## config.mk

```make
export PLATFORM = sky130hd
export DESIGN_NAME = hostport_slave
export DESIGN_NICKNAME = d
export VERILOG_FILES = /design/src/rtl/hostport_pkg.sv /design/src/rtl/hostport_sync.sv /design/src/rtl/hostport_xact.sv /design/src/rtl/hostport_data.sv /design/src/rtl/hostport_flags.sv /design/src/rtl/hostport_slave.sv
export SDC_FILE = /design/constraint.sdc
export NUM_CORES = 1
export LEC_CHECK = 0
export ABC_AREA = 1
export BUFFER_PORTS_ARGS = -buffer_cell sky130_fd_sc_hd__buf_2
export CAP_MARGIN = 20
export CORE_MARGIN = 1.5
export CORE_UTILIZATION = 40
export DETAILED_ROUTE_END_ITERATION = 6
export GPL_ROUTABILITY_DRIVEN = 0
export PLACE_DENSITY = 0.7
export SKIP_CTS_REPAIR_TIMING = 1
export SYNTH_ARGS = -nofsm -noshare
export SYNTH_HDL_FRONTEND = slang
export SYNTH_SLANG_ARGS = --single-unit
```

## constraint.sdc

```tcl
create_clock -name clk -period 1.1 [get_ports clk]
set_input_delay 0.165 -clock clk [delete_from_list [all_inputs] [get_ports clk]]
set_output_delay 0.165 -clock clk [all_outputs]
set_load 0.1 [all_outputs]
```

## src/rtl/hostport_pkg.sv

```systemverilog
package hostport_pkg;
  localparam int HP_DATA_W  = 8;
  localparam int HP_STAGES  = 2;
  localparam int HP_STROBES = 2;   // index 0: read, index 1: write
  localparam int HP_IDX_RD  = 0;
  localparam int HP_IDX_WR  = 1;

  typedef struct packed {
    logic lvl;     // chip select and strobe both low, port enabled
    logic active;  // level seen at the previous edge
    logic fin;     // transaction closes this cycle
  } xact_t;
endpackage

```

## src/rtl/hostport_sync.sv

```systemverilog
module hostport_sync #(
  parameter int W = 1,
  parameter int STAGES = 2,
  parameter logic [W-1:0] RST_VAL = '0
) (
  input  logic         clk,
  input  logic         rst,
  input  logic [W-1:0] d,
  output logic [W-1:0] q
);
  logic [W-1:0] chain [STAGES];

  for (genvar s = 0; s < STAGES; s++) begin : g_stage
    always_ff @(posedge clk) begin
      if (rst) chain[s] <= RST_VAL;
      else if (s == 0) chain[s] <= d;
      else chain[s] <= chain[(s == 0) ? 0 : s - 1];
    end
  end

  assign q = chain[STAGES-1];
endmodule

```

## src/rtl/hostport_xact.sv

```systemverilog
module hostport_xact
  import hostport_pkg::*;
(
  input  logic  clk,
  input  logic  rst,
  input  logic  en,
  input  logic  cs_n_s,
  input  logic  strb_n_s,
  output xact_t ev
);
  logic lvl;
  logic active_q;

  assign lvl = en & ~cs_n_s & ~strb_n_s;

  always_ff @(posedge clk) begin
    if (rst) active_q <= 1'b0;
    else     active_q <= lvl;
  end

  assign ev.lvl    = lvl;
  assign ev.active = active_q;
  assign ev.fin    = active_q & ~lvl & en;
endmodule

```

## src/rtl/hostport_data.sv

```systemverilog
module hostport_data #(
  parameter int DATA_W = 8
) (
  input  logic              clk,
  input  logic              rst,
  input  logic [DATA_W-1:0] pin_data_s,
  input  logic              wr_lvl,
  input  logic              wr_fin,
  input  logic              rd_lvl,
  input  logic              cpu_wr,
  input  logic [DATA_W-1:0] cpu_wdata,
  output logic [DATA_W-1:0] out_byte,
  output logic [DATA_W-1:0] in_byte,
  output logic              drive_oe
);
  logic [DATA_W-1:0] stage_q;

  always_ff @(posedge clk) begin
    if (rst) begin
      stage_q  <= '0;
      in_byte  <= '0;
      out_byte <= '0;
      drive_oe <= 1'b0;
    end else begin
      if (wr_lvl) stage_q <= pin_data_s;
      if (wr_fin) in_byte <= stage_q;
      if (cpu_wr) out_byte <= cpu_wdata;
      drive_oe <= rd_lvl;
    end
  end
endmodule

```

## src/rtl/hostport_flags.sv

```systemverilog
module hostport_flags (
  input  logic clk,
  input  logic rst,
  input  logic wr_fin,
  input  logic rd_fin,
  input  logic rd_active,
  input  logic cpu_wr,
  input  logic cpu_rd,
  input  logic clr,
  output logic in_full,
  output logic out_full,
  output logic overrun,
  output logic irq
);
  always_ff @(posedge clk) begin
    if (rst) begin
      in_full  <= 1'b0;
      out_full <= 1'b0;
      overrun  <= 1'b0;
      irq      <= 1'b0;
    end else begin
      if (wr_fin)      in_full <= 1'b1;
      else if (cpu_rd) in_full <= 1'b0;

      if (wr_fin && in_full && !cpu_rd) overrun <= 1'b1;
      else if (clr)                     overrun <= 1'b0;

      if (rd_fin)                     out_full <= 1'b0;
      else if (cpu_wr && !rd_active)  out_full <= 1'b1;

      if (wr_fin || rd_fin) irq <= 1'b1;
      else if (clr)         irq <= 1'b0;
    end
  end
endmodule

```

## src/rtl/hostport_slave.sv

```systemverilog
module hostport_slave
  import hostport_pkg::*;
#(
  parameter int DATA_W = HP_DATA_W,
  parameter int SYNC_STAGES = HP_STAGES
) (
  input  logic              clk,
  input  logic              rst,
  input  logic              port_en,
  input  logic              ext_cs_n,
  input  logic              ext_rd_n,
  input  logic              ext_wr_n,
  input  logic [DATA_W-1:0] ext_data_i,
  output logic [DATA_W-1:0] ext_data_o,
  output logic              ext_data_oe,
  input  logic              cpu_wr_out,
  input  logic [DATA_W-1:0] cpu_wdata,
  input  logic              cpu_rd_in,
  output logic [DATA_W-1:0] cpu_rdata,
  input  logic              stat_clr,
  output logic              in_full,
  output logic              out_full,
  output logic              overrun,
  output logic              irq
);
  localparam int SYNC_W = DATA_W + 3;
  localparam logic [SYNC_W-1:0] SYNC_RST = {3'b111, {DATA_W{1'b0}}};

  logic [SYNC_W-1:0] sync_q;
  logic              cs_n_s;
  logic [HP_STROBES-1:0] strb_n_s;
  logic [DATA_W-1:0] data_s;
  xact_t             ev [HP_STROBES];
  logic              rd_active, rd_fin, wr_fin;

  hostport_sync #(.W(SYNC_W), .STAGES(SYNC_STAGES), .RST_VAL(SYNC_RST)) u_sync (
    .clk (clk),
    .rst (rst),
    .d   ({ext_cs_n, ext_wr_n, ext_rd_n, ext_data_i}),
    .q   (sync_q)
  );

  assign cs_n_s   = sync_q[SYNC_W-1];
  assign strb_n_s = sync_q[SYNC_W-2 -: HP_STROBES];
  assign data_s   = sync_q[DATA_W-1:0];

  for (genvar k = 0; k < HP_STROBES; k++) begin : g_xact
    hostport_xact u_xact (
      .clk      (clk),
      .rst      (rst),
      .en       (port_en),
      .cs_n_s   (cs_n_s),
      .strb_n_s (strb_n_s[k]),
      .ev       (ev[k])
    );
  end

  assign rd_active = ev[HP_IDX_RD].active;
  assign rd_fin    = ev[HP_IDX_RD].fin;
  assign wr_fin    = ev[HP_IDX_WR].fin;

  hostport_data #(.DATA_W(DATA_W)) u_data (
    .clk        (clk),
    .rst        (rst),
    .pin_data_s (data_s),
    .wr_lvl     (ev[HP_IDX_WR].lvl),
    .wr_fin     (wr_fin),
    .rd_lvl     (ev[HP_IDX_RD].lvl),
    .cpu_wr     (cpu_wr_out),
    .cpu_wdata  (cpu_wdata),
    .out_byte   (ext_data_o),
    .in_byte    (cpu_rdata),
    .drive_oe   (ext_data_oe)
  );

  hostport_flags u_flags (
    .clk       (clk),
    .rst       (rst),
    .wr_fin    (wr_fin),
    .rd_fin    (rd_fin),
    .rd_active (rd_active),
    .cpu_wr    (cpu_wr_out),
    .cpu_rd    (cpu_rd_in),
    .clr       (stat_clr),
    .in_full   (in_full),
    .out_full  (out_full),
    .overrun   (overrun),
    .irq       (irq)
  );
endmodule

```

Yosys cells after proc, flatten, opt, wreduce, memory -nomap -nowiden
Memories as Yosys holds them, arrays and structs flattened.
Index checks and enable logic that the tools add are counted.

storage, ports and cells
  memories = 1
  bits in registers = 30
  RAM bits = 22
  input port bits = 25
  logic and storage cells = 44
  output and inout bits = 21

cells by class
  muxes and demuxes = 10
  bitwise operators = 14
  reduce and logical (&&, ||, !) cells = 10

memory list
  memory        words  bits a word  read ports  clocked after memory_dff  write ports  line                 text
  u_sync.chain  2      11           2           0                         2            hostport_sync.sv:11  logic [W-1:0] chain [STAGES];

operators with widths
  operator            number
  11-bit two-way mux  2
  1-bit two-way mux   8
  1-bit bitwise AND   7
  2-bit nonzero test  3
  1-bit inverter      5
  1-bit logical AND   3
  1-bit zero test     2
  1-bit bitwise OR    2
  2-bit OR reduction  1
  1-bit logical OR    1

Longest topological paths before layout
Gate-level depths: netlist of run 1.

  word-level depth = 9
  mapped depth = 6
  depth with buffers taken out = 6

Modules after synthesis
From an unflattened synthesis of run 1, not the netlist that was laid out.

second synthesis, totals
  cells, all modules = 267
  area, all modules = 2010.7 um2

modules (own cells, without submodules)
  module          area an instance (um2)  instances  sequential area each (um2)  cells each
  hostport_data   1078.5                  1          500.5                       156
  hostport_sync   635.6                   1          440.4                       69
  hostport_xact   77.6                    2          20.0                        12
  hostport_flags  141.4                   1          80.1                        18

Worst setup path before layout of run 1
OpenSTA, ideal clock, no wires.

  kind = reg2reg
  start point = register u_flags.in_full
  end point = register u_flags.overrun
  stages on the path, launching flop included = 5
  arrival time = 1329 ps
  data required time = 1029 ps
  setup time = 71 ps
  slack = -300 ps
  buffers on the path = 0
  clock period less this slack = 1400 ps
  cells stage by stage = dfxtp_1 inv_1 nor2_1 nand3_1 a21oi_1

on the way
  cells in the longest elaborated chain, start to end = 3
  elaborated cells on any way between the ends = 4
  those cells by class = mux (1); reduce/logical (3)

ends and longest elaborated chain
  item                                                     line                  text
  from (decl)                                              hostport_flags.sv:10  output logic in_full,
  from (signal assigned)                                   hostport_flags.sv:17  in_full <= 1'b0;
  from (signal assigned)                                   hostport_flags.sv:22  if (wr_fin) in_full <= 1'b1;
  from (signal assigned)                                   hostport_flags.sv:23  else if (cpu_rd) in_full <= 1'b0;
  1-bit logical AND (*) (2 in a row)                       hostport_flags.sv:25  if (wr_fin && in_full && !cpu_rd) overrun <= 1'b1;
  1-bit two-way mux or 2-bit nonzero test (tied branches)  -
  to (signal assigned)                                     hostport_flags.sv:19  overrun <= 1'b0;
  to (signal assigned)                                     hostport_flags.sv:25
  to (signal assigned)                                     hostport_flags.sv:26  else if (clr) overrun <= 1'b0;
  to (decl)                                                hostport_flags.sv:12  output logic overrun,

Every way passes the cells marked *; elsewhere a longest branch is shown, timed or not.
A chain may end at the register's enable or synchronous reset.

Worst setup path after layout of run 1
  start point = register u_flags.in_full
  end point = output port in_full

RTL lines
  item       line                  text
  to (decl)  hostport_slave.sv:21  output logic in_full,

No word-level cell between the ends.

==> reports/results.ini, run 1 <==
[synth]
synth_area_per_cell_um2 = 8.31
ys.warnings.count = 0
yosys-top-cells-area = dfxtp_1 (61%), nor2_1 (12%), inv_1 (6.5%), o21ai_0 (4.9%), nand2_1 (3.3%)
synth_sequential_area_ratio = 0.605
dominantRegCellSynth = dfxtp_1
share_of_the_synthesized_area_in_the_top_cell_type = 0.605
simple_gate_area_share_of_the_yosys_netlist = 0.212
synth_cell_types = 17
synth_top_cell_by_area = dfxtp_1
synth_compound_gate_area_share = 0.0785
total_of_flip_flops_plus_latches_after_synthesis = 52
synthTopCellsByCount = nor2_1 (54), dfxtp_1 (52), inv_1 (30)
syn_nets = 232
synth_enable_flop_cells = 0
post_synth_fa_ha_maj_area_fraction = 0
post-synth-top-count-cell = nor2_1
synth_cells = 207
synthMuxAreaShare = 0
synth_async_sr_flop_share = 0
syn_area_um2 = 1720
synthXorXnorAreaFrac = 0
main_combinational_cell_family_by_area_after_synthesis = simple AND/OR/NAND/NOR gates

[routing]
antenna_left = 0
avgRoutedWirePerCell_um = 9.50
detailroute.via_count = 1320
initialDrtViolationCount = 60
routed_wl_mm = 2.90
drt-vias-per-instance = 4.33
dr.pass1.iters = 4
drc = 0

[power]
vdd.ir_drop.worst_mv = 0.859
pwr_density_cell_nw_per_um2 = 1430
power_leakage_nw = 1.09

[floorplanning]
design.die.area_um2 = 4700
fp.dieW_um = 68.6
i_o_pins = 46
floorplan.rows = 23
chipHeight_um = 68.6
core_area_um2 = 4060
starting_utilization_of_the_core_area = 0.424

[placed_design]
place.detailed.hpwl_mm = 2.10
buffer_ports.inserted = 45
place.detailed.instances = 297
preCtsSetupSlack_ns = 0.0998

[cells_and_area]
layout.cells.non_filler = 305
nets = 279
area_growth_pct = 40.7
share_of_post_route_cells_with_drive_strength_above_1 = 0.337
n_fill_cell = 359
antenna_cells = 0

[global_routing]
number_of_global_route_vias_before_repair = 1227
groute.layer.met2.usage = 0.249
grt_antenna_before_repair = 0
track_usage = 0.149
grt_first_pass_wirelength_mm = 5.16
maximum_number_of_pins_on_one_net_before_global_route_repair = 27
globalRouteOverflowTotal = 0
globalRouteMet3Util = 0.0471
grtUsageMet1 = 0.172
grt_most_used_layer = met2

[timing]
worst_tran_pin_value_ns = 0.189
fin_crit_sh = 0.932
max-slew-margin-rel = 0.873
drv_slew = 0
setup_violations = 0
final_worst_path_period_need_ns = 1.02
rsz0062_at_grt = false
fin_worst_skew_ns = 0.00505
fin_ws_ns = 0.0751
fmaxAchievable_mhz = 976
report.final.hold_viol_count = 0

[worst_setup_path]
path_cells = buf_12
type_of_element_launching_the_critical_path = register
worst-path-max-fanout = 2
timing_worst_setup_path_type = register to primary output
required_ns = 0.94
arrival_ns = 0.86
cp_slowest_cell = dfxtp_2
path_buf_inv = 1
critical-path-max-stage-delay_ns = 0.38
endpoint_kind = primary output
cp_top_family = flip-flops

[cts]
tritoncts_num_sinks = 52
cts_max_level = 2
numCtsBuffers = 5
cts.root.buffer_cell = clkbuf_8
clk_latency_ns = 0.30
clock_tree_from_tritoncts = yes
max-clock-path-buffers = 2
clk_pin_slew_worst_paths_ns = 0.09

[flow_run]
max_cap_viol_count = 0

[hold_path]
worst_hold_path_type = input port to register

[outcome]
outcome = completed

cell type report:
class                   instances  area, µm²  area share
clock buffers                   6       72.6      0.0300
well taps                      50       62.6      0.0259
inverters                      34        134      0.0553
repair buffers                 47        568       0.235
flip-flops and latches         52       1070       0.441
clock inverters                 2       16.3     0.00672
multi-input cells             114        499       0.206
where the power goes:
part           internal, W  switching, W  total (W)
clock             0.000453      0.000604    0.00106
combinational     0.000160      0.000272   0.000432
sequential         0.00195     0.0000323    0.00198
metal layers:
metal / vias up / part of all wire
li1: 716 / -
met1: 563 / 0.47
met2: 34 / 0.46
met3: 7 / 0.052
met4: 0 / 0.021
met5: - / 0
placed cells by master, fill, tap and decap left out, drive strengths merged:
cell / synthesis / final
buf: 4 / 47
clkbuf: 3 / 6
dfxtp: 52 / 52
inv: 32 / 32
nand3b: 1 / 1
a21oi: 10 / 10
o21ai: 17 / 17
clkinv: 2 / 3
nor2: 54 / 54
nand3: 11 / 11
clkinvlp: 0 / 1
or2: 6 / 6
nand2: 15 / 15
state kept, by name, summed over array words and instances (netlist names):
name,flops
g_xact.u_xact.active_q,1
u_data.drive_oe,1
u_data.in_byte,8
u_data.out_byte,8
u_data.stage_q,8
u_flags.in_full,1
u_flags.irq,1
u_flags.out_full,1
u_flags.overrun,1
u_sync.chain,22
path summary, 6_finish.rpt:
path	start	to	slack, ns	depth (start not counted)
setup / recovery	u_flags.in_full	in_full	0.08	1
hold / removal	ext_cs_n	u_sync.chain[0][10]	0.04	2
setup reg to reg	u_sync.chain[1][9]	u_data.stage_q[2]	0.10	5
hold reg to reg	u_sync.chain[0][4]	u_sync.chain[1][4]	0.40	2
per-stage QoR:
step / setup TNS (ns) / utilization / instance area (µm²) / power [W] / hold WS (ns)
after floorplan: -0.149 / - / 1750 / 0.00229 / 0.269
after global placement: 0 / 0.574 / 2330 / 0.00245 / 0.348
after detailed placement: 0 / 0.574 / 2330 / 0.00246 / 0.352
after CTS: 0 / 0.596 / 2420 / 0.00350 / 0.0327
after global routing: 0 / 0.596 / 2420 / 0.00361 / 0.0325
final: 0 / 0.596 / 2420 / 0.00347 / 0.0399
cells by family (layout without fill, tap and decap cells):
group,after synthesis,count (layout)
AOI/OAI and AO/OA,27,27
and+or+nand+nor,87,87
buffers and inverters,41,89
DFF,52,52
(Power assumes the default switching activity.)
==> run 2: changes to the inputs <==
- CELL_PAD_IN_SITES_DETAIL_PLACEMENT: not set -> 1
- CELL_PAD_IN_SITES_GLOBAL_PLACEMENT: not set -> 1
- CORE_UTILIZATION: 40 -> 37
- PLACE_DENSITY: 0.7 -> 0.84
- RECOVER_POWER: not set -> 100
==> reports/results.ini, run 2 (same netlist as run 1, synthesis figures left out) <==
[cts]
clk_pin_slew_worst_paths_ns = 0.10
max-clock-path-buffers = 2
clock_tree_from_tritoncts = yes
clk_latency_ns = 0.30
numCtsBuffers = 5
tritoncts_num_sinks = 52
cts_max_level = 2
cts.root.buffer_cell = clkbuf_8

[timing]
fmaxAchievable_mhz = 966
report.final.hold_viol_count = 0
setup_violations = 0
drv_slew = 0
max-slew-margin-rel = 0.696
worst_tran_pin_value_ns = 0.457
fin_crit_sh = 0.941
fin_worst_skew_ns = 0.00681
post_route_hold_slack_ns = 0.0456
final_worst_path_period_need_ns = 1.03

[cells_and_area]
flip_flop_count_of_the_largest_register_all_copies_and_words_added = 22
n_fill_cell = 518
area_growth_pct = 40.0
nets = 279
antenna_cells = 0
most_common_library_cell_in_the_layout_ignoring_fill_and_taps = nor2_1
mostFrequentLayoutCells = nor2_1 (54), dfxtp_1 (32), inv_1 (30), buf_2 (24)
share_of_post_route_cells_with_drive_strength_above_1 = 0.337
regMostFlops = u_sync.chain
finalInstanceArea_um2 = 2410

[power]
vdd.ir_drop.worst_mv = 0.984
total_switching_power_w = 0.000938
power.share.clock = 0.311
combPwrFrac = 0.123
pwr_density_cell_nw_per_um2 = 1460
sequentialPowerShare = 0.566
netSwitchingFraction = 0.268
power_report.internal_total_w = 0.00257
power_leakage_nw = 1.09

[outcome]
outcome = completed

[routing]
dr.pass1.iters = 4
antenna_left = 0
routed_wl_mm = 3.56
detailroute.via_count = 1381
drt-vias-per-instance = 4.50
avgRoutedWirePerCell_um = 11.6
initialDrtViolationCount = 36
drc = 0

[floorplanning]
core_area_um2 = 4410
starting_utilization_of_the_core_area = 0.390
chipHeight_um = 71.2
design.die.area_um2 = 5070
floorplan.rows = 24
fp.dieW_um = 71.2
i_o_pins = 46

[flow_run]
max_cap_viol_count = 0

[hold_path]
worst_hold_path_type = input port to register

[worst_setup_path]
cp_top_family = flip-flops
type_of_element_launching_the_critical_path = register
critical-path-max-stage-delay_ns = 0.38
arrival_ns = 0.87
worst-path-max-fanout = 2
required_ns = 0.94
path_cells = buf_12
rrSetupSlack_ns = 0.08
cp_slowest_cell = dfxtp_1
path_buf_inv = 1
timing_worst_setup_path_type = register to primary output
endpoint_kind = primary output

[placed_design]
buffer_ports.inserted = 45
detailed_place.area_um2 = 2320
place.detailed.hpwl_mm = 2.62

[global_routing]
maximum_number_of_pins_on_one_net_before_global_route_repair = 27
globalRouteOverflowTotal = 0
track_usage = 0.153
grt_first_pass_wirelength_mm = 6.27
number_of_global_route_vias_before_repair = 1491
grt_antenna_before_repair = 0

[run 2: cell types whose count changed in the layout (fill, tap and decap cells not counted), moves of 2 or more]
cell | previous run | this run
buf_6 | 0 | 2
buf_12 | 22 | 20
o21ai_1 | 0 | 2
o21ai_0 | 17 | 15
[run 2: layout make-up]
cell class | instances | area (µm²) | share of cell area
inverter | 34 | 134 | 0.0556
clock buffer | 5 | 68.8 | 0.0286
clock inverter | 3 | 26.3 | 0.0109
sequential | 52 | 1070 | 0.443
tap | 52 | 65.1 | 0.0270
multi-input combinational | 114 | 502 | 0.208
timing repair buffer | 47 | 547 | 0.227
[run 2: worst paths after layout]
check / startpoint / endpoint / cells after the start
setup / recovery: u_flags.overrun / overrun / 1
hold / removal: ext_cs_n / u_sync.chain[0][10] / 2
setup reg to reg: g_xact[1].u_xact.active_q / u_flags.in_full / 6
hold reg to reg: u_sync.chain[0][1] / u_sync.chain[1][1] / 2
[run 2: power groups by stage]
stage                     registers, W  logic (W)  clock network (W)
final                          0.00198   0.000432            0.00109
after global routing           0.00199   0.000465            0.00120
after CTS                      0.00198   0.000443            0.00112
after detailed placement       0.00203   0.000442                  0
after global placement         0.00202   0.000430                  0
after floorplan                0.00218   0.000102                  0
[run 2: through the flow]
step           TNS (ns)  instances  worst slack [ns]  total power, W   util
6_report              0        307            0.0653         0.00351  0.546
3_3_place_gp          0        299            0.0804         0.00245  0.526
5_1_grt         -0.0235        307           -0.0235         0.00365  0.546
4_1_cts               0        307           0.00680         0.00355  0.547
2_1_floorplan    -0.149        207            -0.149         0.00229      -
3_5_place_dp          0        299            0.0397         0.00247  0.526
[run 2: layer usage]
layer  wire length, µm  vias to the layer above  GRT usage
li1                  -                      718          -
met1              1560                      633      0.173
met2              1870                       28      0.289
met3               101                        2     0.0299
met4                27                        0     0.0440
met5                 0                        -          0
